<file path="config.mk">
export PLATFORM = sky130hd
export DESIGN_NAME = mbox_wport
export DESIGN_NICKNAME = d
export VERILOG_FILES = /design/src/rtl/mbox_pkg.sv /design/src/rtl/mbox_cmd_decode.sv /design/src/rtl/mbox_crc_fold.sv /design/src/rtl/mbox_read_mux.sv /design/src/rtl/mbox_wport.sv
export SDC_FILE = /design/constraint.sdc
export NUM_CORES = 1
export LEC_CHECK = 0
export BUFFER_PORTS_ARGS = -buffer_cell sky130_fd_sc_hd__buf_2
export CAP_MARGIN = 20
export CORE_ASPECT_RATIO = 0.9
export CORE_UTILIZATION = 50
export DETAILED_ROUTE_END_ITERATION = 10
export PLACE_DENSITY = 0.82
export SYNTH_ARGS = -nofsm -noshare
export SYNTH_HDL_FRONTEND = slang
export SYNTH_SLANG_ARGS = --single-unit
</file>
<file path="constraint.sdc">
create_clock -name clk -period 4.15 [get_ports clk]
set_clock_uncertainty 0.2 [all_clocks]
set_input_delay 0.2075 -clock clk [delete_from_list [all_inputs] [get_ports clk]]
set_output_delay 0.2075 -clock clk [all_outputs]
set_load 0.005 [all_outputs]
</file>
<file path="src/rtl/mbox_pkg.sv">
package mbox_pkg;

    localparam int RA_W  = 3;
    localparam int CRC_W = 16;

    typedef enum logic [RA_W-1:0] {
        RG_CMD     = 3'd0,
        RG_CRC     = 3'd1,
        RG_ADDR_HI = 3'd2,
        RG_ADDR_LO = 3'd3,
        RG_DATA_HI = 3'd4,
        RG_DATA_LO = 3'd5
    } reg_sel_e;

    localparam int CMD_EXEC_BIT  = 15;
    localparam int CMD_WRITE_BIT = 14;
    localparam int CMD_CLR_BIT   = 12;

    // One byte of an MSB-first, non-reflected CRC-16 update.
    function automatic logic [CRC_W-1:0] crc_byte_step(
        input logic [CRC_W-1:0] c,
        input logic [7:0]       b,
        input logic [CRC_W-1:0] poly
    );
        logic [CRC_W-1:0] r;
        r = c ^ {b, 8'h00};
        for (int k = 0; k < 8; k++) begin
            r = r[CRC_W-1] ? ((r << 1) ^ poly) : (r << 1);
        end
        return r;
    endfunction

endpackage

</file>
<file path="src/rtl/mbox_cmd_decode.sv">
module mbox_cmd_decode
    import mbox_pkg::*;
#(
    parameter int HALF_W = 16
) (
    input  logic              reg_we,
    input  logic [RA_W-1:0]   reg_addr,
    input  logic [HALF_W-1:0] reg_wdata,
    output logic              wr_addr_hi,
    output logic              wr_addr_lo,
    output logic              wr_data_hi,
    output logic              wr_data_lo,
    output logic              do_commit,
    output logic              do_clear
);
    logic cmd_hit;

    always_comb begin
        cmd_hit    = reg_we && (reg_addr == RG_CMD);
        wr_addr_hi = reg_we && (reg_addr == RG_ADDR_HI);
        wr_addr_lo = reg_we && (reg_addr == RG_ADDR_LO);
        wr_data_hi = reg_we && (reg_addr == RG_DATA_HI);
        wr_data_lo = reg_we && (reg_addr == RG_DATA_LO);
        do_commit  = cmd_hit && reg_wdata[CMD_EXEC_BIT] && reg_wdata[CMD_WRITE_BIT];
        do_clear   = cmd_hit && reg_wdata[CMD_CLR_BIT];
    end
endmodule

</file>
<file path="src/rtl/mbox_crc_fold.sv">
module mbox_crc_fold
    import mbox_pkg::*;
#(
    parameter int               NBYTES = 4,
    parameter logic [CRC_W-1:0] POLY   = 16'h1021
) (
    input  logic [CRC_W-1:0]    crc_in,
    input  logic [NBYTES*8-1:0] word,
    output logic [CRC_W-1:0]    crc_out
);
    logic [CRC_W-1:0] stage [NBYTES+1];

    assign stage[0] = crc_in;

    // Most-significant byte enters the chain first.
    for (genvar i = 0; i < NBYTES; i++) begin : g_byte
        assign stage[i+1] = crc_byte_step(stage[i], word[(NBYTES-1-i)*8 +: 8], POLY);
    end

    assign crc_out = stage[NBYTES];
endmodule

</file>
<file path="src/rtl/mbox_read_mux.sv">
module mbox_read_mux
    import mbox_pkg::*;
#(
    parameter int WORD_W = 32
) (
    input  logic [RA_W-1:0]     sel,
    input  logic [WORD_W-1:0]   cur_addr,
    input  logic [WORD_W/2-1:0] data_hi,
    input  logic [WORD_W/2-1:0] data_lo,
    input  logic [CRC_W-1:0]    crc,
    output logic [WORD_W/2-1:0] rdata
);
    localparam int HALF_W = WORD_W / 2;

    always_comb begin
        rdata = '0;
        unique case (sel)
            RG_CRC:     rdata = HALF_W'(crc);
            RG_ADDR_HI: rdata = cur_addr[WORD_W-1:HALF_W];
            RG_ADDR_LO: rdata = cur_addr[HALF_W-1:0];
            RG_DATA_HI: rdata = data_hi;
            RG_DATA_LO: rdata = data_lo;
            default:    rdata = '0;
        endcase
    end
endmodule

</file>
<file path="src/rtl/mbox_wport.sv">
module mbox_wport
    import mbox_pkg::*;
#(
    parameter int               WORD_W   = 32,
    parameter logic [CRC_W-1:0] CRC_POLY = 16'h1021
) (
    input  logic                clk,
    input  logic                rst_n,
    input  logic [2:0]          reg_addr,
    input  logic [WORD_W/2-1:0] reg_wdata,
    input  logic                reg_we,
    input  logic                reg_re,
    output logic [WORD_W/2-1:0] reg_rdata,
    output logic [WORD_W-1:0]   mem_addr,
    output logic [WORD_W-1:0]   mem_data,
    output logic                mem_we
);
    localparam int HALF_W  = WORD_W / 2;
    localparam int NBYTES  = WORD_W / 8;
    localparam int ALIGN_W = $clog2(NBYTES);

    typedef struct packed {
        logic [WORD_W-1:0] addr;
        logic [HALF_W-1:0] dhi;
        logic [HALF_W-1:0] dlo;
        logic [CRC_W-1:0]  crc;
        logic              mem_we;
        logic [WORD_W-1:0] mem_addr;
        logic [WORD_W-1:0] mem_data;
        logic [HALF_W-1:0] rdata;
    } state_t;

    state_t st_d, st_q;

    logic              wr_addr_hi, wr_addr_lo, wr_data_hi, wr_data_lo;
    logic              do_commit, do_clear;
    logic [WORD_W-1:0] cur_addr;
    logic [CRC_W-1:0]  crc_cur, crc_base, crc_next;
    logic [HALF_W-1:0] rd_val;

    assign cur_addr = st_q.addr;
    assign crc_cur  = st_q.crc;
    assign crc_base = do_clear ? '0 : st_q.crc;

    mbox_cmd_decode #(.HALF_W(HALF_W)) i_dec (
        .reg_we     (reg_we),
        .reg_addr   (reg_addr),
        .reg_wdata  (reg_wdata),
        .wr_addr_hi (wr_addr_hi),
        .wr_addr_lo (wr_addr_lo),
        .wr_data_hi (wr_data_hi),
        .wr_data_lo (wr_data_lo),
        .do_commit  (do_commit),
        .do_clear   (do_clear)
    );

    mbox_crc_fold #(.NBYTES(NBYTES), .POLY(CRC_POLY)) i_fold (
        .crc_in  (crc_base),
        .word    ({st_q.dhi, st_q.dlo}),
        .crc_out (crc_next)
    );

    mbox_read_mux #(.WORD_W(WORD_W)) i_rmux (
        .sel      (reg_addr),
        .cur_addr (cur_addr),
        .data_hi  (st_q.dhi),
        .data_lo  (st_q.dlo),
        .crc      (crc_cur),
        .rdata    (rd_val)
    );

    always_comb begin
        st_d        = st_q;
        st_d.mem_we = 1'b0;

        if (wr_addr_hi) st_d.addr[WORD_W-1:HALF_W] = reg_wdata;
        if (wr_addr_lo) st_d.addr[HALF_W-1:0]      = {reg_wdata[HALF_W-1:ALIGN_W], {ALIGN_W{1'b0}}};
        if (wr_data_hi) st_d.dhi = reg_wdata;
        if (wr_data_lo) st_d.dlo = reg_wdata;

        if (do_commit) begin
            st_d.mem_we   = 1'b1;
            st_d.mem_addr = st_q.addr;
            st_d.mem_data = {st_q.dhi, st_q.dlo};
            st_d.addr     = st_q.addr + WORD_W'(NBYTES);
            st_d.crc      = crc_next;
        end else if (do_clear) begin
            st_d.crc      = '0;
        end

        if (reg_re) st_d.rdata = rd_val;
    end

    always_ff @(posedge clk or negedge rst_n) begin
        if (!rst_n) st_q <= '0;
        else        st_q <= st_d;
    end

    assign reg_rdata = st_q.rdata;
    assign mem_addr  = st_q.mem_addr;
    assign mem_data  = st_q.mem_data;
    assign mem_we    = st_q.mem_we;
endmodule

</file>
After elaboration in Yosys (flattened, before gate mapping)
Index checks and enable logic that the tools add are counted.
{ "op_classes": {"addsub": 1, "n_eq_ne": 5, "mux": 39, "bitwise": 36, "reduce_logical": 11} }
{ "op_table": {"columns": ["op", "n"], "rows": [
  ["$mux 13", 32],
  ["$not 3->3", 32],
  ["$pmux 16 s5", 1],
  ["$mux 65", 1],
  ["$mux 16", 4],
  ["$xor 16x16->16", 4],
  ["$add 32x3->32 const B", 1],
  ["$mux 32", 1],
  ["$logic_and 1x1->1", 8],
  ["$eq 3x2->1 const B", 2],
  ["$eq 3x3->1 const B", 2],
  ["$reduce_bool 2->1", 2],
  ["$eq 3x1->1 const B", 1],
  ["$logic_not 3->1", 1]
]} }
{ "totals": {"reg_bits": 161, "input_bits": 23, "wordCells": 101} }

Depth between registers and ports, before layout
Gate-level depths: netlist of the first run.
{ "depth": {"ltp_word": 73, "ltp_mapped": 9, "depth_no_buf": 8} }

Cells and area by module
Synthesis of the first run repeated with hierarchy kept, for this count alone.
{ "hier_totals": {"cells_unflattened": 796, "hier_area_um2": 9365.2} }
{ "modules_own_cells": {"columns": ["module", "n_inst", "cells_each", "area_each_um2", "seq_area_each_um2"], "rows": [
  ["mbox_wport", 1, 601, 7349.5, 3928.8],
  ["mbox_crc_fold", 1, 94, 1207.4, 0.0],
  ["mbox_read_mux", 1, 93, 739.5, 0.0],
  ["mbox_cmd_decode", 1, 8, 68.8, 0.0]
]} }

Worst setup path after synthesis of the first run
No wires, ideal clock.
{ "synth_path": {"path_kind": "reg2reg", "start": "register st_q[124] (netlist name)", "end": "register st_q (netlist bit crc_cur[15])", "setup_time_ps": 121, "arrival_time_ps": 2454, "required_ps": 3829, "setup_slack_ps": 1375, "stages_incl_launch_ff": 9, "path_cell_list": "dfrtp_1 -> buf_2 -> xnor3_2 -> xnor2_2 -> xnor2_2 -> xnor3_2 -> xnor2_4 -> xnor3_1 -> a22o_1"} }
{ "synth_rtl": {"columns": ["element", "line_no", "text"], "rows": [
  ["from (decl)", "mbox_wport.sv:33", "state_t st_d, st_q;"],
  ["from (signal assigned)", "mbox_wport.sv:96", "else st_q <= st_d;"]
]} }

==> run summary, run 1 <==
The final count of hold timing violations is 0, and the cell count after synthesis is 916. Averaged over all synthesized cells, the footprint is 9.78 um^2. The global-route total usage across every layer was 0.292. In the post-synthesis netlist, the biggest area contributors are sky130_fd_sc_hd__dfrtp_1 44%, sky130_fd_sc_hd__nand2_1 9.8%, sky130_fd_sc_hd__xnor2_1 7.2%. The number of buffers inserted by post-CTS setup repair came out at 0.

The tools report the initial antenna violation count as 0. The number of primary I/O pins is 104. Signal routing reaches up to met4. The die is 129 um tall. After routing, the total negative slack on setup checks comes to 0 ps. The worst relative slew slack was 0.276. Using the TritonRoute via totals, the vias-per-cell ratio works out to 5.85.

The run gives 0.699 as the power share of the combinational group. For this run, the number of Yosys warnings is 0. Cell internal power was estimated by the tool at 8.50 mW. Once the clock tree was built, the resizer swapped 0 gates to a different size. The sequential-to-total area share from yosys stat was 0.439. Walking the worst path, the cells encountered are xnor3_2 -> xnor2_2 -> xnor2_2 -> xnor3_2 -> xnor2_1 -> xnor3_1 -> o21ai_1. The most common cell in the synthesized netlist is sky130_fd_sc_hd__nand2_1. For this run, the slowest stage of the critical path takes 520 ps. The worst setup path is launched from a register.

The tree is rooted in a sky130_fd_sc_hd__clkbuf_16. The count of maximum capacitance violations came out at 0. The placement-stage cell area was 9620 um^2; the source-to-sink clock delay at the later pin of the worst-skew pair was 440 ps.

The proportion of layout cells with a drive suffix above 1 works out to 0.213. The total core area is 17,600 um^2, and the path depth of the worst reg2reg path is 7. The routed layout has 7,327 vias. The switching power share of the total works out to 0.370. Detailed placement finished with a half-perimeter wire length of 17.8 mm. The maximum buffer depth of the clock tree was 2; the area fraction of the dominant cell type after synthesis was 0.439. The logs give 0 for the overflow left after global routing and 0 for the number of remaining DRC errors. The logs give 0.126 for the part of the total power dissipated in the clock network and 1,024 for the final-stage net count.

Summing all flip-flop and latch instances after layout gives 3930 um^2. The tools report the antenna diode count as 0. Biggest area consumer among synthesized cells: sky130_fd_sc_hd__dfrtp_1. By count the netlist is led by 235 x sky130_fd_sc_hd__nand2_1, 157 x sky130_fd_sc_hd__dfrtp_1, 74 x sky130_fd_sc_hd__xnor2_1. The tools report the number of CTS-inserted buffers as 17. The count of buffers added on input and output ports is 101. Setup violations remaining at the end of the flow were counted as 0. Sort of element at the end of the critical path: a register. The largest vdd supply drop was 1.35 mV. TritonCTS built the clock tree.

The static leakage was 5.04 nW; the final clock period utilization by the worst path was 0.722. The area overhead of the layout relative to synthesis works out to 16.4%. The total count of max-transition violations in the final report came out at 0. The flow ran to the end, and the final reports show no timing, DRC or antenna violations.

Summing all multi-input logic gate instances after layout gives 4710 um^2. The fraction of registers with async set or reset after synthesis was 1.00. The most used flip-flop cell after synthesis is sky130_fd_sc_hd__dfrtp_1. The detailed-routing iteration count for the pre-antenna-repair pass was 7; the maximum number of pins on one net before global-route repair was 101. The routed design has 25.2 mm of wire.

The remaining number of nets flagged by the antenna check after routing was 0; the final weighted congestion in routability-driven placement was 0.956. For the initial core utilization, the log shows 0.510. The detailed router finished its first iteration with 877 violations.

In this run the core area contains 46 standard-cell rows. By startpoint and endpoint, the worst setup path is classified as register to register. Summed over all nets, the switching power comes to 4.99 mW. After detailed routing, the average wire length per cell comes to 20.1 um. The shortest clock period the worst path allows after layout is 3000 ps. The critical-path maximum fanout was 5; the summed area of non-filler cells in the final layout was 10,400 um^2.

Die boundary width: 143 um. Counting flops with a built-in enable in the synthesized netlist gives 0. For the post-synthesis cell area, the log shows 8960 um^2. Setup repair after global routing left no endpoint under its margin. The clock-pin slew reported for the worst setup and hold paths after clock tree synthesis works out to 70 ps. The synthesized netlist contains 57 unique library cells. For the worst setup path, the data arrival time is 3150 ps.

The detailed router put a total of 11.0 mm of wire on met1. The tightest min-delay check is of the input pin to register type. The first-pass GRT wire length was 39.7 mm. The slowest stage of the critical path is the sky130_fd_sc_hd__xnor3_2 cell. For the routed length on met2, the log shows 10.7 mm. For the sum of met3 wire segment lengths after detailed routing, the log shows 2.84 mm. Number of global-route vias before repair: 6,899. For the highest achievable clock rate, the log shows 0.334 GHz. Dividing total power by cell area gives a power density of 1290 nW/um^2. At the pin with the least slew margin, the transition time is 1080 ps.

The TritonCTS sink count was 157; the share of total power in sequential cells was 0.175. Data required time at the worst endpoint: 4300 ps. In this run the number of H-tree levels came out at 4. The count of filler cells inserted in the layout was 1,469; the worst hold path stage count was 2.

Overall die area: 18,500 um^2. After synthesis the netlist holds a flip-flop and latch count of 157.
-- worst max-delay path, delay by kind of cell (launching register included) --
kind            cells  cell delay (ps)
flops               1              440
xor+xnor            6             2140
compound gates      1              130
-- layout make-up --
class	instances	share of cell area
Sequential cell	157	0.377
Inverter	22	0.00792
Clock buffer	17	0.0408
Tap cell	240	0.0288
Timing Repair Buffer	130	0.0740
Clock inverter	15	0.0202
Multi-Input combinational cell	672	0.452
-- logic make-up after synthesis --
group | after synthesis | synth area share
AO/OA/AOI/OAI | 139 | 0.0997
XOR/XNOR | 135 | 0.188
adder cells (fa/ha/maj) | 1 | 0.00140
buffers and inverters | 88 | 0.0398
flip-flops | 157 | 0.439
multiplexers | 62 | 0.0758
other | 1 | 0.000419
AND/OR/NAND/NOR | 333 | 0.156
-- power groups by stage --
stage | combinational, mW | sequential, mW | clock [mW]
detailed placement | 9.35 | 2.37 | 0
CTS | 9.42 | 2.35 | 1.72
finish | 9.43 | 2.37 | 1.70
global route | 10.0 | 2.41 | 1.78
floorplan | 8.08 | 2.15 | 0
global placement | 9.17 | 2.36 | 0
-- metal layers --
metal,GRT usage,up-vias
li1,-,3270
met1,0.430,3560
met2,0.415,444
met3,0.0603,53
met4,0.122,0
met5,0,-
-- worst paths after layout --
| check | slack (ps) | endpoint | from |
|---|---|---|---|
| min | 20 | reg_rdata[7]$_DFFE_PN0P_ | reg_re |
| max | 1150 | crc_cur[5]$_DFF_PN0_ | st_q[120]$_DFFE_PN0P_ |
| max in group asynchronous | 2520 | mem_addr[7]$_DFFE_PN0P_ | rst_n |
| min reg2reg | 270 | mem_addr[4]$_DFFE_PN0P_ | mem_addr[4]$_DFFE_PN0P_ |
| max reg2reg | 1150 | crc_cur[5]$_DFF_PN0_ | st_q[120]$_DFFE_PN0P_ |
| min in group asynchronous | 260 | crc_cur[5]$_DFF_PN0_ | rst_n |
-- metrics by stage --
| stage | worst slack [ps] | total power [mW] | hold WS [ps] | utilization | instances |
|---|---|---|---|---|---|
| 2_1_floorplan | 1370 | 10.2 | -288 | - | 917 |
| 3_3_place_gp | 972 | 11.5 | 178 | 0.548 | 1204 |
| 3_5_place_dp | 859 | 11.7 | 183 | 0.548 | 1204 |
| 4_1_cts | 1200 | 13.5 | 4.66 | 0.594 | 1253 |
| 5_1_grt | 1060 | 14.2 | 37.3 | 0.594 | 1253 |
| 6_report | 1150 | 13.5 | 24.1 | 0.594 | 1253 |
-- cell usage in the layout, fill, tap and decap left out, types with 14 or more instances in the layout --
cell / n
sky130_fd_sc_hd__xor2_1: 22
sky130_fd_sc_hd__a22oi_1: 14
sky130_fd_sc_hd__dlygate4sd3_1: 17
sky130_fd_sc_hd__xnor3_1: 17
sky130_fd_sc_hd__mux2_2: 47
sky130_fd_sc_hd__clkbuf_16: 17
sky130_fd_sc_hd__mux2i_1: 15
sky130_fd_sc_hd__o22ai_1: 24
sky130_fd_sc_hd__xnor2_1: 74
sky130_fd_sc_hd__dfrtp_1: 157
sky130_fd_sc_hd__buf_2: 100
sky130_fd_sc_hd__inv_1: 21
sky130_fd_sc_hd__o21ai_0: 18
sky130_fd_sc_hd__nor2_1: 40
sky130_fd_sc_hd__nand3_1: 19
sky130_fd_sc_hd__a21oi_1: 36
sky130_fd_sc_hd__nand2_1: 235
-- what timing repair did --
item / CTS / global route
endpoints found under the setup margin: 0 / 0
hold buffers: 17 / 0
hold endpoints to repair: 155 / 0
-- flip-flops by register name, indices dropped and copies added, names as in the netlist --
signal     cells
mem_data      32
st_q          32
cur_addr      30
mem_addr      30
crc_cur       16
reg_rdata     16
mem_we         1
Note: power is estimated with default switching activity, not from simulation.
==> inputs of run 2 (changes only) <==
Settings changed: PLACE_DENSITY 0.82 to 0.85.
Clock period 4.15 ns to 2.6 ns, I/O delays scaled along.
==> run summary, run 2 (synthesis gave the netlist of run 1 again) <==
STA puts the critical path data arrival time at 2860 ps. The total area of multi-input combinational cells was 5080 um^2; the clock-pin slew reported for the worst setup and hold paths after clock tree synthesis was 70 ps. The maximum buffer depth of the clock tree is 2, and the initial antenna violation count is 1. On the worst path, the slowest cell contributes a delay of 450 ps.

The die boundary width was 143 um; the overflow left after global routing was 0. The run gives 10,200 um^2 as the placement-stage cell area. The cell sitting at the root of the clock tree is a sky130_fd_sc_hd__clkbuf_16. Across the whole layout, storage elements account for 3930 um^2.

The critical-path maximum fanout came out at 4. The filler cells instantiated in the layout total 1,290. The shortest clock period the worst path allows after layout was 2740 ps. The final clock period utilization by the worst path works out to 1.05. The total count of max-transition violations in the final report was 0; the proportion of layout cells with a drive suffix above 1 was 0.317. Based on the critical path, the design can be clocked at up to 0.365 GHz.

Once detailed placement completed, the half-perimeter wirelength came to 18.7 mm. Tracing the worst setup path back leads to its startpoint at crc_cur[15]$_DFF_PN0_. Walking the worst path, the cells encountered are buf_6 -> xnor3_2 -> xnor2_2 -> nor2_2 -> xnor2_2 -> xor3_1 -> xnor3_1 -> a22o_1. Measured in cells, the most critical reg-to-reg path has a length of 8.

The worst register-to-register path begins at crc_cur[15]$_DFF_PN0_. The run finished, with violations left. The tools report the sort of element at the end of the critical path as a register.

For the wire length after detailed routing, the log shows 27.4 mm. The worst setup path is of the register to register kind. The logs give 18,500 um^2 for the overall die area and 17 for the number of CTS-inserted buffers. The run gives 101 as the maximum number of pins on one net before global-route repair.

The number of global-route vias before repair was 7,208. The first global-routing pass estimated 41.2 mm of wire. Port buffering added 101 buffers. The area growth from synthesis to layout is 28.5%. The standard cell with the maximum stage delay on the critical path is sky130_fd_sc_hd__xnor3_2. The capturing instance or port of the critical path was crc_cur[15]$_DFF_PN0_.

The category of the worst setup path launch point was a register. The logs give 0.302 for the global-route total usage across every layer and 104 for the number of primary I/O pins. The most numerous cell type found on the critical path is sky130_fd_sc_hd__xnor2_2.

The library cells used most frequently in the layout, excluding fill and tap cells, are 235 x sky130_fd_sc_hd__nand2_1, 153 x sky130_fd_sc_hd__dfrtp_1, 100 x sky130_fd_sc_hd__buf_2. The number of remaining DRC errors was 0. Routability-driven placement finished with a final weighted congestion of 0.976. The via count normalized by instance count is 5.80.

The run gives 11,500 um^2 as the summed area of non-filler cells in the final layout. The per-cell routed wire length is 20.5 um, and the vertical die dimension is 129 um. The worst register-to-register path ends at crc_cur[15]$_DFF_PN0_.

Summing over every cut layer, the via total after detailed routing is 7,758. Setup repair after global routing could not meet its margin everywhere. At the pin with the least slew margin, the transition time is 596 ps. For this design, the sink count on the clock tree is 157. The detailed-routing iteration count for the pre-antenna-repair pass was 6; the final count of hold timing violations was 0. The tools report the worst relative slew slack as 0.603. The total of endpoints with negative setup slack in the final report is 6. In this run, the number of DRC markers left after iteration 0 of detailed routing was 1,052.

The total core area was 17,600 um^2. The checks that failed: negative setup slack. For the data required time at the worst endpoint, the log shows 2720 ps. In this run the remaining antenna-violating nets after routing total 0. Across the run, the number of max-cap violations was 0. The source-to-sink clock delay at the later pin of the worst-skew pair is 440 ps, and the setup slack of the most critical reg-to-reg path is -140 ps. For the final-stage net count, the log shows 1,108. The initial core utilization was 0.510. The initialized floorplan defines 46 standard-cell rows. Antenna diode count: 0.

Worst-case setup margin in the final layout: -138 ps. Most common cell after layout, fill and taps aside: sky130_fd_sc_hd__nand2_1. The total number of H-tree levels was 4.

TritonCTS built the clock tree. The kind of path behind the tightest hold check is input pin to async pin.
## run 2: cell count changes in the layout (fill, tap and decap cells not counted), moves of 5 or more
| cell | delta |
|---|---|
| sky130_fd_sc_hd__buf_4 | +71 |
| sky130_fd_sc_hd__buf_6 | +8 |
| sky130_fd_sc_hd__clkinv_4 | +5 |
| sky130_fd_sc_hd__inv_6 | -5 |
| sky130_fd_sc_hd__nor2_1 | -5 |
| sky130_fd_sc_hd__nor2_2 | +5 |
| sky130_fd_sc_hd__xnor2_1 | -29 |
| sky130_fd_sc_hd__xnor2_2 | +26 |
| sky130_fd_sc_hd__xor2_1 | -7 |
## run 2: final cells by class
type	instances	share of cell area
multi-input cells	672	0.441
flip-flops and latches	157	0.342
repair buffers	214	0.129
clock buffers	18	0.0382
well taps	240	0.0261
clock inverters	14	0.0168
inverters	22	0.00717
## run 2: worst min path at each step
stage / to / cells past startpoint
after floorplan: crc_cur[0]$_DFF_PN0_ / 0
after global placement: reg_rdata[15]$_DFFE_PN0P_ / 1
after detailed placement: mem_data[1]$_DFFE_PN0P_ / 1
after CTS: reg_rdata[13]$_DFFE_PN0P_ / 2
after global routing: reg_rdata[13]$_DFFE_PN0P_ / 2
final: reg_rdata[13]$_DFFE_PN0P_ / 2
## run 2: routing by layer
layer / global-route usage / vias to the layer above / wire length (um)
li1: - / 3425 / -
met1: 0.431 / 3759 / 11100
met2: 0.457 / 487 / 12500
met3: 0.0689 / 85 / 3080
met4: 0.0917 / 2 / 764
met5: 0 / - / 8
## run 2: stage by stage
step | setup WS [ps] | util | hold slack, ps | TNS, ps | instances
finish | -138 | 0.656 | 55.7 | -318 | 1337
global route | -171 | 0.656 | 112 | -879 | 1337
CTS | -9.26 | 0.639 | 80.9 | -16.4 | 1328
detailed placement | -92.1 | 0.580 | -38.1 | -358 | 1270
global placement | -65.1 | 0.580 | -39.5 | -78.5 | 1270
floorplan | 0.700 | - | -366 | 0 | 917
## run 2: worst max-delay path, delay by kind of cell (launching register included)
kind,cells,cell delay (ps)
simple gates,1,200
xor+xnor,5,1460
flops,1,390
compound gates,1,220
buf+inv,1,130
## run 2: what timing repair did
item,4_1_cts,5_1_grt
buffers inserted,8,8
gates resized for setup,26,38
hold buffers,18,0
pin swaps,15,23
endpoints found under the hold margin,184,0
setup endpoints to repair,12,15
Power of run 2 is not shown: default switching activity piles up to over one toggle a cycle in this logic, so the estimate is an artifact.
